==> config.mk <==
export PLATFORM = sky130hd
export DESIGN_NAME = can_mode_regs
export DESIGN_NICKNAME = d
export VERILOG_FILES = /design/src/rtl/can_mode_pkg.sv /design/src/rtl/cmr_cfg_regs.sv /design/src/rtl/cmr_err_flags.sv /design/src/rtl/cmr_mode_decode.sv /design/src/rtl/can_mode_regs.sv
export SDC_FILE = /design/constraint.sdc
export NUM_CORES = 1
export LEC_CHECK = 0
export ABC_AREA = 1
export ABC_CLOCK_PERIOD_IN_PS = 1200
export BUFFER_PORTS_ARGS = -buffer_cell sky130_fd_sc_hd__buf_4
export CAP_MARGIN = 20
export CORE_ASPECT_RATIO = 1.25
export CORE_MARGIN = 2
export CORE_UTILIZATION = 37
export CTS_CLUSTER_SIZE = 14
export DETAILED_ROUTE_END_ITERATION = 16
export GPL_ROUTABILITY_DRIVEN = 0
export PLACE_DENSITY_LB_ADDON = 0.15
export SLEW_MARGIN = 0
export SYNTH_ARGS = -nofsm -noshare
export SYNTH_HDL_FRONTEND = slang
export SYNTH_SLANG_ARGS = --single-unit
==> constraint.sdc <==
create_clock -name clk -period 1.2 [get_ports clk]
set_input_delay 0.06 -clock clk [delete_from_list [all_inputs] [get_ports clk]]
set_output_delay 0.06 -clock clk [all_outputs]
set_load 0.005 [all_outputs]
==> src/rtl/can_mode_pkg.sv <==
package can_mode_pkg;

    localparam int REG_W  = 32;
    localparam int ADDR_W = 8;
    localparam int ERR_W  = 4;
    localparam int MODE_W = 7;

    localparam logic [ADDR_W-1:0] OFF_CTRL   = 8'h00;
    localparam logic [ADDR_W-1:0] OFF_MODE   = 8'h04;
    localparam logic [ADDR_W-1:0] OFF_ERR    = 8'h08;
    localparam logic [ADDR_W-1:0] OFF_STATUS = 8'h0C;

    // mode fields that may only change while the controller is disabled
    localparam logic [MODE_W-1:0] PROT_MASK = 7'b101_1101;

    typedef enum logic [2:0] {
        OPM_CFG   = 3'd0,
        OPM_NORM  = 3'd1,
        OPM_LPBK  = 3'd2,
        OPM_SLEEP = 3'd3,
        OPM_SNOOP = 3'd4
    } op_mode_e;

    typedef struct packed {
        logic auto_rec;   // 6
        logic start_rec;  // 5
        logic brs_ovr;    // 4
        logic no_retx;    // 3
        logic snoop;      // 2
        logic sleep;      // 1
        logic lpbk;       // 0
    } mode_t;

    typedef struct packed {
        logic  enable;
        mode_t mode;
    } cfg_t;

endpackage

==> src/rtl/cmr_cfg_regs.sv <==
module cmr_cfg_regs
    import can_mode_pkg::*;
(
    input  logic              clk,
    input  logic              rst_n,
    input  logic              soft_rst_i,
    input  logic              wr_ctrl_i,
    input  logic              wr_mode_i,
    input  logic [MODE_W-1:0] wdata_i,
    input  logic              bus_off_i,
    input  logic              wake_i,
    input  logic              recov_done_i,
    output logic              enable_o,
    output mode_t             mode_o
);

    cfg_t cfg_d, cfg_q;
    mode_t wr_mode;

    always_comb begin
        cfg_d   = cfg_q;
        wr_mode = mode_t'(wdata_i);
        if (soft_rst_i) begin
            cfg_d = '0;
        end else begin
            if (wr_ctrl_i) begin
                cfg_d.enable = wdata_i[1];
                if (!wdata_i[1]) begin
                    cfg_d.mode.start_rec = 1'b0;
                end
            end
            if (wr_mode_i) begin
                if (!cfg_q.enable) begin
                    cfg_d.mode.lpbk     = wr_mode.lpbk;
                    cfg_d.mode.snoop    = wr_mode.snoop;
                    cfg_d.mode.no_retx  = wr_mode.no_retx;
                    cfg_d.mode.brs_ovr  = wr_mode.brs_ovr;
                    cfg_d.mode.auto_rec = wr_mode.auto_rec;
                end
                cfg_d.mode.sleep = wr_mode.sleep;
                if (bus_off_i) begin
                    cfg_d.mode.start_rec = wr_mode.start_rec;
                end
            end
            if (recov_done_i) begin
                cfg_d.mode.start_rec = 1'b0;
            end
            if (wake_i) begin
                cfg_d.mode.sleep = 1'b0;
            end
        end
    end

    always_ff @(posedge clk or negedge rst_n) begin
        if (!rst_n) begin
            cfg_q <= '0;
        end else begin
            cfg_q <= cfg_d;
        end
    end

    assign enable_o = cfg_q.enable;
    assign mode_o   = cfg_q.mode;

    AST_PROT_HOLD: assert property (@(posedge clk) disable iff (!rst_n)
        (cfg_q.enable && !soft_rst_i) |=> (((cfg_q.mode ^ $past(cfg_q.mode)) & PROT_MASK) == '0));
    AST_SREC_NEEDS_BUSOFF: assert property (@(posedge clk) disable iff (!rst_n)
        $rose(cfg_q.mode.start_rec) |-> $past(bus_off_i));
    AST_DONE_IN_BUSOFF: assert property (@(posedge clk) disable iff (!rst_n)
        recov_done_i |-> bus_off_i);
    AST_WAKE_CLEARS_SLEEP: assert property (@(posedge clk) disable iff (!rst_n)
        wake_i |=> !cfg_q.mode.sleep);

endmodule

==> src/rtl/cmr_err_flags.sv <==
module cmr_err_flags #(
    parameter int ERR_W = 4
) (
    input  logic             clk,
    input  logic             rst_n,
    input  logic             soft_rst_i,
    input  logic [ERR_W-1:0] evt_i,
    input  logic             clr_en_i,
    input  logic [ERR_W-1:0] clr_mask_i,
    output logic [ERR_W-1:0] flags_o
);

    logic [ERR_W-1:0] flags_d, flags_q;

    always_comb begin
        flags_d = flags_q;
        if (soft_rst_i) begin
            flags_d = '0;
        end else begin
            if (clr_en_i) begin
                flags_d = flags_d & ~clr_mask_i;
            end
            flags_d = flags_d | evt_i;
        end
    end

    always_ff @(posedge clk or negedge rst_n) begin
        if (!rst_n) begin
            flags_q <= '0;
        end else begin
            flags_q <= flags_d;
        end
    end

    assign flags_o = flags_q;

    AST_FLAG_STICKY: assert property (@(posedge clk) disable iff (!rst_n)
        (!clr_en_i && !soft_rst_i) |=> ((flags_q & $past(flags_q)) == $past(flags_q)));
    AST_EVT_SETS: assert property (@(posedge clk) disable iff (!rst_n)
        ((|evt_i) && !soft_rst_i) |=> ((flags_q & $past(evt_i)) == $past(evt_i)));

endmodule

==> src/rtl/cmr_mode_decode.sv <==
module cmr_mode_decode
    import can_mode_pkg::*;
(
    input  logic     enable_i,
    input  logic     lpbk_i,
    input  logic     sleep_i,
    input  logic     snoop_i,
    output op_mode_e mode_o,
    output logic     illegal_o
);

    logic [1:0] n_req;

    always_comb begin
        n_req = {1'b0, lpbk_i} + {1'b0, sleep_i} + {1'b0, snoop_i};
        illegal_o = 1'b0;
        mode_o    = OPM_CFG;
        if (enable_i) begin
            if (n_req > 2'd1) begin
                illegal_o = 1'b1;
            end else if (lpbk_i) begin
                mode_o = OPM_LPBK;
            end else if (sleep_i) begin
                mode_o = OPM_SLEEP;
            end else if (snoop_i) begin
                mode_o = OPM_SNOOP;
            end else begin
                mode_o = OPM_NORM;
            end
        end
    end

endmodule

==> src/rtl/can_mode_regs.sv <==
module can_mode_regs
    import can_mode_pkg::*;
(
    input  logic              clk,
    input  logic              rst_n,
    input  logic              wr_addr_valid,
    input  logic              wr_data_valid,
    input  logic [ADDR_W-1:0] wr_addr,
    input  logic [REG_W-1:0]  wr_data,
    input  logic [3:0]        wr_strb,
    input  logic              rd_en,
    input  logic [ADDR_W-1:0] rd_addr,
    output logic [REG_W-1:0]  rd_data,
    input  logic [ERR_W-1:0]  err_evt,
    input  logic              bus_off_i,
    input  logic              wake_i,
    input  logic              recov_done_i,
    output logic [2:0]        op_mode,
    output logic              no_retx_o,
    output logic              brs_ovr_o,
    output logic              auto_rec_o,
    output logic              start_rec_o
);

    logic             wr_go, wr_ctrl, wr_mode, wr_err, soft_rst;
    logic             enable;
    mode_t            mode;
    logic [ERR_W-1:0] err_flags;
    op_mode_e         dec_mode;
    logic             illegal;
    logic [REG_W-1:0] status_word;
    logic [REG_W-1:0] rd_d, rd_q;
    logic             strb_unused;

    // strobes and upper data bits carry no meaning here
    assign strb_unused = ^{wr_strb, wr_data[REG_W-1:MODE_W]};

    assign wr_go    = wr_addr_valid && wr_data_valid;
    assign wr_ctrl  = wr_go && (wr_addr == OFF_CTRL);
    assign wr_mode  = wr_go && (wr_addr == OFF_MODE);
    assign wr_err   = wr_go && (wr_addr == OFF_ERR);
    assign soft_rst = wr_ctrl && wr_data[0];

    cmr_cfg_regs u_cfg (
        .clk          (clk),
        .rst_n        (rst_n),
        .soft_rst_i   (soft_rst),
        .wr_ctrl_i    (wr_ctrl),
        .wr_mode_i    (wr_mode),
        .wdata_i      (wr_data[MODE_W-1:0]),
        .bus_off_i    (bus_off_i),
        .wake_i       (wake_i),
        .recov_done_i (recov_done_i),
        .enable_o     (enable),
        .mode_o       (mode)
    );

    cmr_err_flags #(.ERR_W(ERR_W)) u_err (
        .clk        (clk),
        .rst_n      (rst_n),
        .soft_rst_i (soft_rst),
        .evt_i      (err_evt),
        .clr_en_i   (wr_err),
        .clr_mask_i (wr_data[ERR_W-1:0]),
        .flags_o    (err_flags)
    );

    cmr_mode_decode u_dec (
        .enable_i  (enable),
        .lpbk_i    (mode.lpbk),
        .sleep_i   (mode.sleep),
        .snoop_i   (mode.snoop),
        .mode_o    (dec_mode),
        .illegal_o (illegal)
    );

    always_comb begin
        status_word    = '0;
        status_word[0] = (dec_mode == OPM_CFG);
        status_word[1] = (dec_mode == OPM_NORM);
        status_word[2] = (dec_mode == OPM_LPBK);
        status_word[3] = (dec_mode == OPM_SLEEP);
        status_word[4] = (dec_mode == OPM_SNOOP);
        status_word[5] = illegal;
        status_word[6] = bus_off_i;
    end

    always_comb begin
        rd_d = rd_q;
        if (rd_en) begin
            unique case (rd_addr)
                OFF_CTRL:   rd_d = {{(REG_W-2){1'b0}}, enable, 1'b0};
                OFF_MODE:   rd_d = {{(REG_W-MODE_W){1'b0}}, mode};
                OFF_ERR:    rd_d = {{(REG_W-ERR_W){1'b0}}, err_flags};
                OFF_STATUS: rd_d = status_word;
                default:    rd_d = '0;
            endcase
        end
    end

    always_ff @(posedge clk or negedge rst_n) begin
        if (!rst_n) begin
            rd_q <= '0;
        end else begin
            rd_q <= rd_d;
        end
    end

    assign rd_data     = rd_q;
    assign op_mode     = dec_mode;
    assign no_retx_o   = mode.no_retx;
    assign brs_ovr_o   = mode.brs_ovr;
    assign auto_rec_o  = mode.auto_rec;
    assign start_rec_o = mode.start_rec;

    AST_STATUS_ONEHOT: assert property (@(posedge clk) disable iff (!rst_n)
        $onehot(status_word[4:0]));
    AST_DISABLED_IS_CFG: assert property (@(posedge clk) disable iff (!rst_n)
        !enable |-> (op_mode == 3'd0));
    AST_ILLEGAL_IS_CFG: assert property (@(posedge clk) disable iff (!rst_n)
        illegal |-> (op_mode == 3'd0 && enable));
    AST_SOFT_RST_CLEARS: assert property (@(posedge clk) disable iff (!rst_n)
        soft_rst |=> (!enable && mode == '0 && err_flags == '0));
    AST_UNMAPPED_READ_ZERO: assert property (@(posedge clk) disable iff (!rst_n)
        (rd_en && rd_addr != OFF_CTRL && rd_addr != OFF_MODE && rd_addr != OFF_ERR
         && rd_addr != OFF_STATUS) |=> (rd_data == '0));

endmodule

; Yosys cells after proc, flatten, opt, wreduce, memory -nomap -nowiden
; Index checks and enable logic that the tools add are counted.
[totals]
reg_bits = 44
in_bits = 64
out_inout_bits = 39
wordCells = 60
[classes]
add_sub_neg = 2
n_lt_le_gt_ge = 1
eq_ne = 10
n_mux = 22
bitwise = 3
reduce_logical = 12
[ops]
columns = operator, count
row1 = case mux 7 bit (4 select lines), 1
row2 = == test 8 x 4 -> 1 bit (second input constant), 3
row3 = 2-to-1 mux 3 bit, 6
row4 = == test 8 x 3 -> 1 bit (second input constant), 2
row5 = zero test 8 bit, 2
row6 = 2-to-1 mux 4 bit, 3
row7 = 2-to-1 mux 1 bit, 10
row8 = 2-to-1 mux 8 bit, 1
row9 = 2-to-1 mux 7 bit, 1
row10 = == test 3 x 2 -> 1 bit (second input constant), 2
row11 = logical AND 1 bit, 5
row12 = AND 4 bit, 1
row13 = NOT 4 bit, 1
row14 = bitwise OR 4 bit, 1
row15 = nonzero test 2 bit, 2
row16 = == test 3 x 1 -> 1 bit (second input constant), 1
row17 = == test 3 bit (second input constant), 1
row18 = zero test 3 bit, 1
row19 = nonzero test 3 bit, 1
row20 = adder 1 x 1 -> 2 bit, 1
row21 = adder 2 x 1 -> 2 bit, 1
row22 = > comparator 2 x 1 -> 1 bit (second input constant), 1
row23 = inequality test 2 bit (second input constant), 1
row24 = AND reduction 2 bit, 1

; Depth between registers and ports, before layout
[depth]
depth_word = 7
ltp_mapped = 9
mapped_depth_nobuf = 9

; Hierarchy
; From an unflattened synthesis, not the netlist that was laid out.
[unflattened]
hier_cells = 208
area_unflattened_um2 = 1450.1
[modules_own_cells]
columns = mod, n_inst, cells_per_inst, area_per_inst_um2, seq_area_each_um2
row1 = can_mode_regs, 1, 131, 863.3, 175.2
row2 = cmr_cfg_regs, 1, 40, 344.1, 200.2
row3 = cmr_err_flags, 1, 20, 165.2, 100.1
row4 = cmr_mode_decode, 1, 17, 77.6, 0.0

; Worst setup path before layout
; OpenSTA, ideal clock, no wires.
[synth_timing]
path_kind = flip-flop to flip-flop
startpoint = register u_cfg.cfg_q, in the netlist u_cfg.mode_o[2]
endpoint = register rd_q[3], in the netlist rd_data[3]
arrival_ns = 1.273
required_ns = 1.135
slack_ns = -0.138
path_stages_with_launch = 9
path_buffers = 0
synth_period_minus_slack_ns = 1.338
path_cell_list = dfrtp_1 > ha_1 > nand2_1 > nand3_2 > nor2_1 > nand3_1 > nand3_1 > nand2_1 > nand2_1
[synth_between]
elab_chain_len = 7
[synth_lines]
columns = item, line_no
row1 = "start, declared", cmr_cfg_regs.sv:17  ; cfg_t cfg_d, cfg_q;
row2 = "start signal, assigned", cmr_cfg_regs.sv:58  ; cfg_q <= cfg_d;
row3 = "parallel branches: the longest is 3 deep, another holds adder 2 x 1 -> 2 bit", -
row4 = 2-to-1 mux 3 bit (*), cmr_mode_decode.sv:19  ; if (n_req > 2'd1) begin
row5 = 2-to-1 mux 3 bit (*), cmr_mode_decode.sv:18  ; if (enable_i) begin
row6 = net op_mode[0], can_mode_regs.sv:18  ; output logic [2:0] op_mode,
row7 = == test 3 x 2 -> 1 bit (*), can_mode_regs.sv:82  ; status_word[3] = (dec_mode == OPM_SLEEP);
row8 = case mux 7 bit (4 select lines) (*), can_mode_regs.sv:91  ; unique case (rd_addr)
row9 = "end signal, assigned", can_mode_regs.sv:105  ; rd_q <= rd_d;
row10 = "end, declared", can_mode_regs.sv:32  ; logic [REG_W-1:0] rd_d, rd_q;
; Mark *: on every way through the listed nets, which the timed path passes.
; A chain may end at the register's enable or synchronous reset.

; Final worst setup path
[layout_timing]
startpoint = register u_cfg.cfg_q, in the netlist u_cfg.mode_o[0]
endpoint = output port op_mode[1]
[layout_between]
elab_chain_len = 5
[layout_lines]
columns = item, line_no
row1 = adder 1 x 1 -> 2 bit, cmr_mode_decode.sv:15  ; n_req = {1'b0, lpbk_i} + {1'b0, sleep_i} + {1'b0, snoop_i};
row2 = adder 2 x 1 -> 2 bit, cmr_mode_decode.sv:15
row3 = > comparator 2 x 1 -> 1 bit, cmr_mode_decode.sv:19
row4 = 2-to-1 mux 3 bit (*), cmr_mode_decode.sv:19
row5 = 2-to-1 mux 3 bit (*), cmr_mode_decode.sv:18
row6 = "end, declared", can_mode_regs.sv:18
; Mark *: on every way between the ends. The rest lies on a longest branch, timed or not.

==> out/qor.yml <==
power:
  p_int_uw: 987
  vdd_drop_max_mv: 0.312
  p_clk_share_pct: 34.6
  swShare_pct: 27.1
  p_per_area_nw_per_um2: 685
  power.share.sequential_pct: 48.0
  p_leak_nw: 1.07
  p_sw_uw: 366
  pwr-share-comb_pct: 17.4
clocking:
  clk_latency_ns: 0.27
  clock-sinks: 19
  cts_buffers: 3
  clock-root-buffer: "clkbuf_8"
  clockBufferDepth: 2
  path_clk_slew_ns: 0.07
  cts_tree: "yes"
  htree_levels: 1
floorplan:
  dieArea_um2: 4490
  placementRows: 25
  fp.dieH_um: 74.4
  start_util_pct: 38.8
  io_pins: 103
  core_um2: 3780
  fp.dieW_um: 60.4
synthesis:
  synth_top_cell_by_area: "dfrtp_1"
  ys_seq_area_share_pct: 32.4
  postSynth.asyncResetShare_pct: 100
  synth_top_area_share_pct: 32.4
  syn_area_per_cell_um2: 7.20
  synth_most_common_cell: "nand2_1"
  yosysWarnings: 0
  ys_seq_elements: 19
  ys_types: 26
  syn_inst: 204
  syn_area_um2: 1470
  synth-edff-count: 0
  synth_commonest_cells: "nand2_1, nand3_1, buf_4, inv_1, dfrtp_1"
  ys.flop_type: "dfrtp_1"
  synthTopCellsByArea: "dfrtp_1, buf_4, nand3_1, nand2_1, inv_1"
worst_setup_path:
  worstPathRequired_ns: 1.14
  cp.arrival_ns: 1.51
  crit_path_end_kind: "primary output"
  path_class: "reg2out"
  cp_max_fo: 4
  startpoint_type: "flop"
status:
  status: "finished with violations"
  violations: "setup timing"
cells_and_area:
  area_growth_pct: 34.5
  layout.nets: 329
  drive_gt1_share_pct: 34.6
  antennaDiodeCount: 0
global_routing:
  grt_max_degree: 20
  use_met3_pct: 1.57
  grt_pass1_wl_um: 5130
  grt_usage_pct: 15.0
  grt_busiest_layer: "met2"
  use_met1_pct: 17.9
  grt_pass1_vias: 1201
  antenna_found_initial: 0
  grt-ovfl-total: 0
  use_met2_pct: 26.7
flow_run:
  cap_violations: 0
drt:
  drt_wl_total_um: 3190
  route.detailed.drc: 0
  ant_nets: 0
  viasPerCell: 4.23
  first_iter_violations: 34
  firstDrtPassIters: 4
  avgRoutedWirePerCell_um: 10.1
  vias: 1342
placement:
  port_buffers: 48
  dpl.hpwl_um: 2580
timing:
  setup_violations: 9
  maxSlewViolCount: 0
  rsz0062_at_grt: "true"
  clock_skew_ns: 0.00134
  maxClockFrequency_mhz: 638
  min_period_over_period_pct: 131
  fin_hold_ws_ns: 0.00717
  period_needed_ns: 1.57
  setup_slack_ns: -0.367
  totalNegativeSetupSlack_ns: -1.94
  final_hold_viol_count: 0
worst_hold_path:
  hold_class: "in2reg"
## final cells by class
| class | instances | area [µm²] |
|---|---|---|
| Timing Repair Buffer | 58 | 453 |
| Clock inverter | 1 | 5.00 |
| Sequential cell | 19 | 475 |
| Clock buffer | 3 | 41.3 |
| Multi-Input combinational cell | 154 | 828 |
| Inverter | 28 | 105 |
| Tap cell | 54 | 67.6 |
| Fill cell | 378 | 1810 |
## routing by layer
layer | share of wire [%] | up-vias
met5 | 0 | -
met4 | 2.1 | 0
met3 | 5.3 | 5
met2 | 51 | 46
met1 | 41 | 583
li1 | - | 708
## cells by family (layout without fill, tap and decap cells)
family,after synthesis,after routing,synth area share [%]
and+or+nand+nor,114,114,40.5
buffers and inverters,55,90,21.0
DFF,19,19,32.4
AOI/OAI and AO/OA,14,14,5.03
adders and majority gates,1,1,0.852
other,1,25,0.255
## worst paths after layout
| kind | startpoint | to | slack, ns | cells after the start |
|---|---|---|---|---|
| max | u_cfg.mode_o[0]$_DFFE_PN0P_ | op_mode[1] | -0.37 | 6 |
| min | err_evt[2] | u_err.flags_o[2]$_DFF_PN0_ | 0.007 | 3 |
| max reg2reg | u_cfg.mode_o[0]$_DFFE_PN0P_ | rd_data[3]$_DFFE_PN0P_ | -0.23 | 9 |
| min reg2reg | rd_data[4]$_DFFE_PN0P_ | rd_data[4]$_DFFE_PN0P_ | 0.48 | 2 |
| max in group asynchronous | rst_n | u_cfg.mode_o[1]$_DFFE_PN0P_ | 0.80 | 2 |
| min in group asynchronous | rst_n | rd_data[0]$_DFFE_PN0P_ | 0.20 | 2 |
## through the flow
stage	total power, mW	utilization, %	instances	setup WS, ns	instance area (µm²)
detailed placement	0.890	48.5	309	-0.139	1840
CTS	1.36	51.0	317	-0.360	1930
global route	1.42	52.2	317	-0.420	1980
finish	1.35	52.2	317	-0.367	1980
floorplan	0.818	-	228	-0.117	1570
global placement	0.889	48.5	309	-0.109	1840
## cell usage in the layout (no fill, tap or decap)
cell | synthesis | layout
nor4_2 | 1 | 1
a21oi_2 | 1 | 1
buf_4 | 25 | 53
nor3_4 | 0 | 1
nand2_1 | 43 | 40
nand3_1 | 34 | 33
nand2_4 | 1 | 2
nor2_1 | 16 | 13
nor2_4 | 4 | 7
nor2_8 | 1 | 1
conb_1 | 1 | 25
inv_1 | 25 | 25
a21oi_1 | 6 | 6
nand2_2 | 3 | 5
nand4_1 | 1 | 1
dfrtp_1 | 19 | 19
inv_2 | 2 | 2
o21ai_1 | 6 | 7
buf_6 | 1 | 4
dlygate4sd3_1 | 0 | 1
nor2_2 | 5 | 5
nand3_2 | 3 | 3
nand3_4 | 1 | 2
ha_1 | 1 | 1
clkinv_1 | 1 | 1
clkinv_2 | 0 | 1
clkbuf_8 | 0 | 3
## worst max-delay path, cell delays in order (launching register included)
cell and delay, ns:
dfrtp_1 0.38, ha_1 0.30, nand2_2 0.11, nand3_4 0.12, nor2_4 0.13, buf_6 0.11, buf_6 0.08
## registers in the layout, summed over array words and instances, names as in the netlist
name / flops
rd_data: 7
u_cfg.enable_o: 1
u_cfg.mode_o: 7
u_err.flags_o: 4
## power groups by stage
stage | clock (mW) | sequential, mW | combinational, mW
after CTS | 0.482 | 0.649 | 0.234
after detailed placement | 0 | 0.662 | 0.229
after global routing | 0.506 | 0.650 | 0.267
after global placement | 0 | 0.662 | 0.227
after floorplan | 0 | 0.662 | 0.156
final | 0.468 | 0.650 | 0.235
## repair_timing
action | 4_1_cts | 5_1_grt
endpoints found under the hold margin | 19 | 0
endpoints found under the setup margin | 9 | 9
hold buffers | 1 | 0
buffers inserted | 3 | 1
cloned | 0 | 0
pin swaps | 3 | 2
gates resized for setup | 5 | 12
No activity file was read; power rests on OpenSTA's default activity.
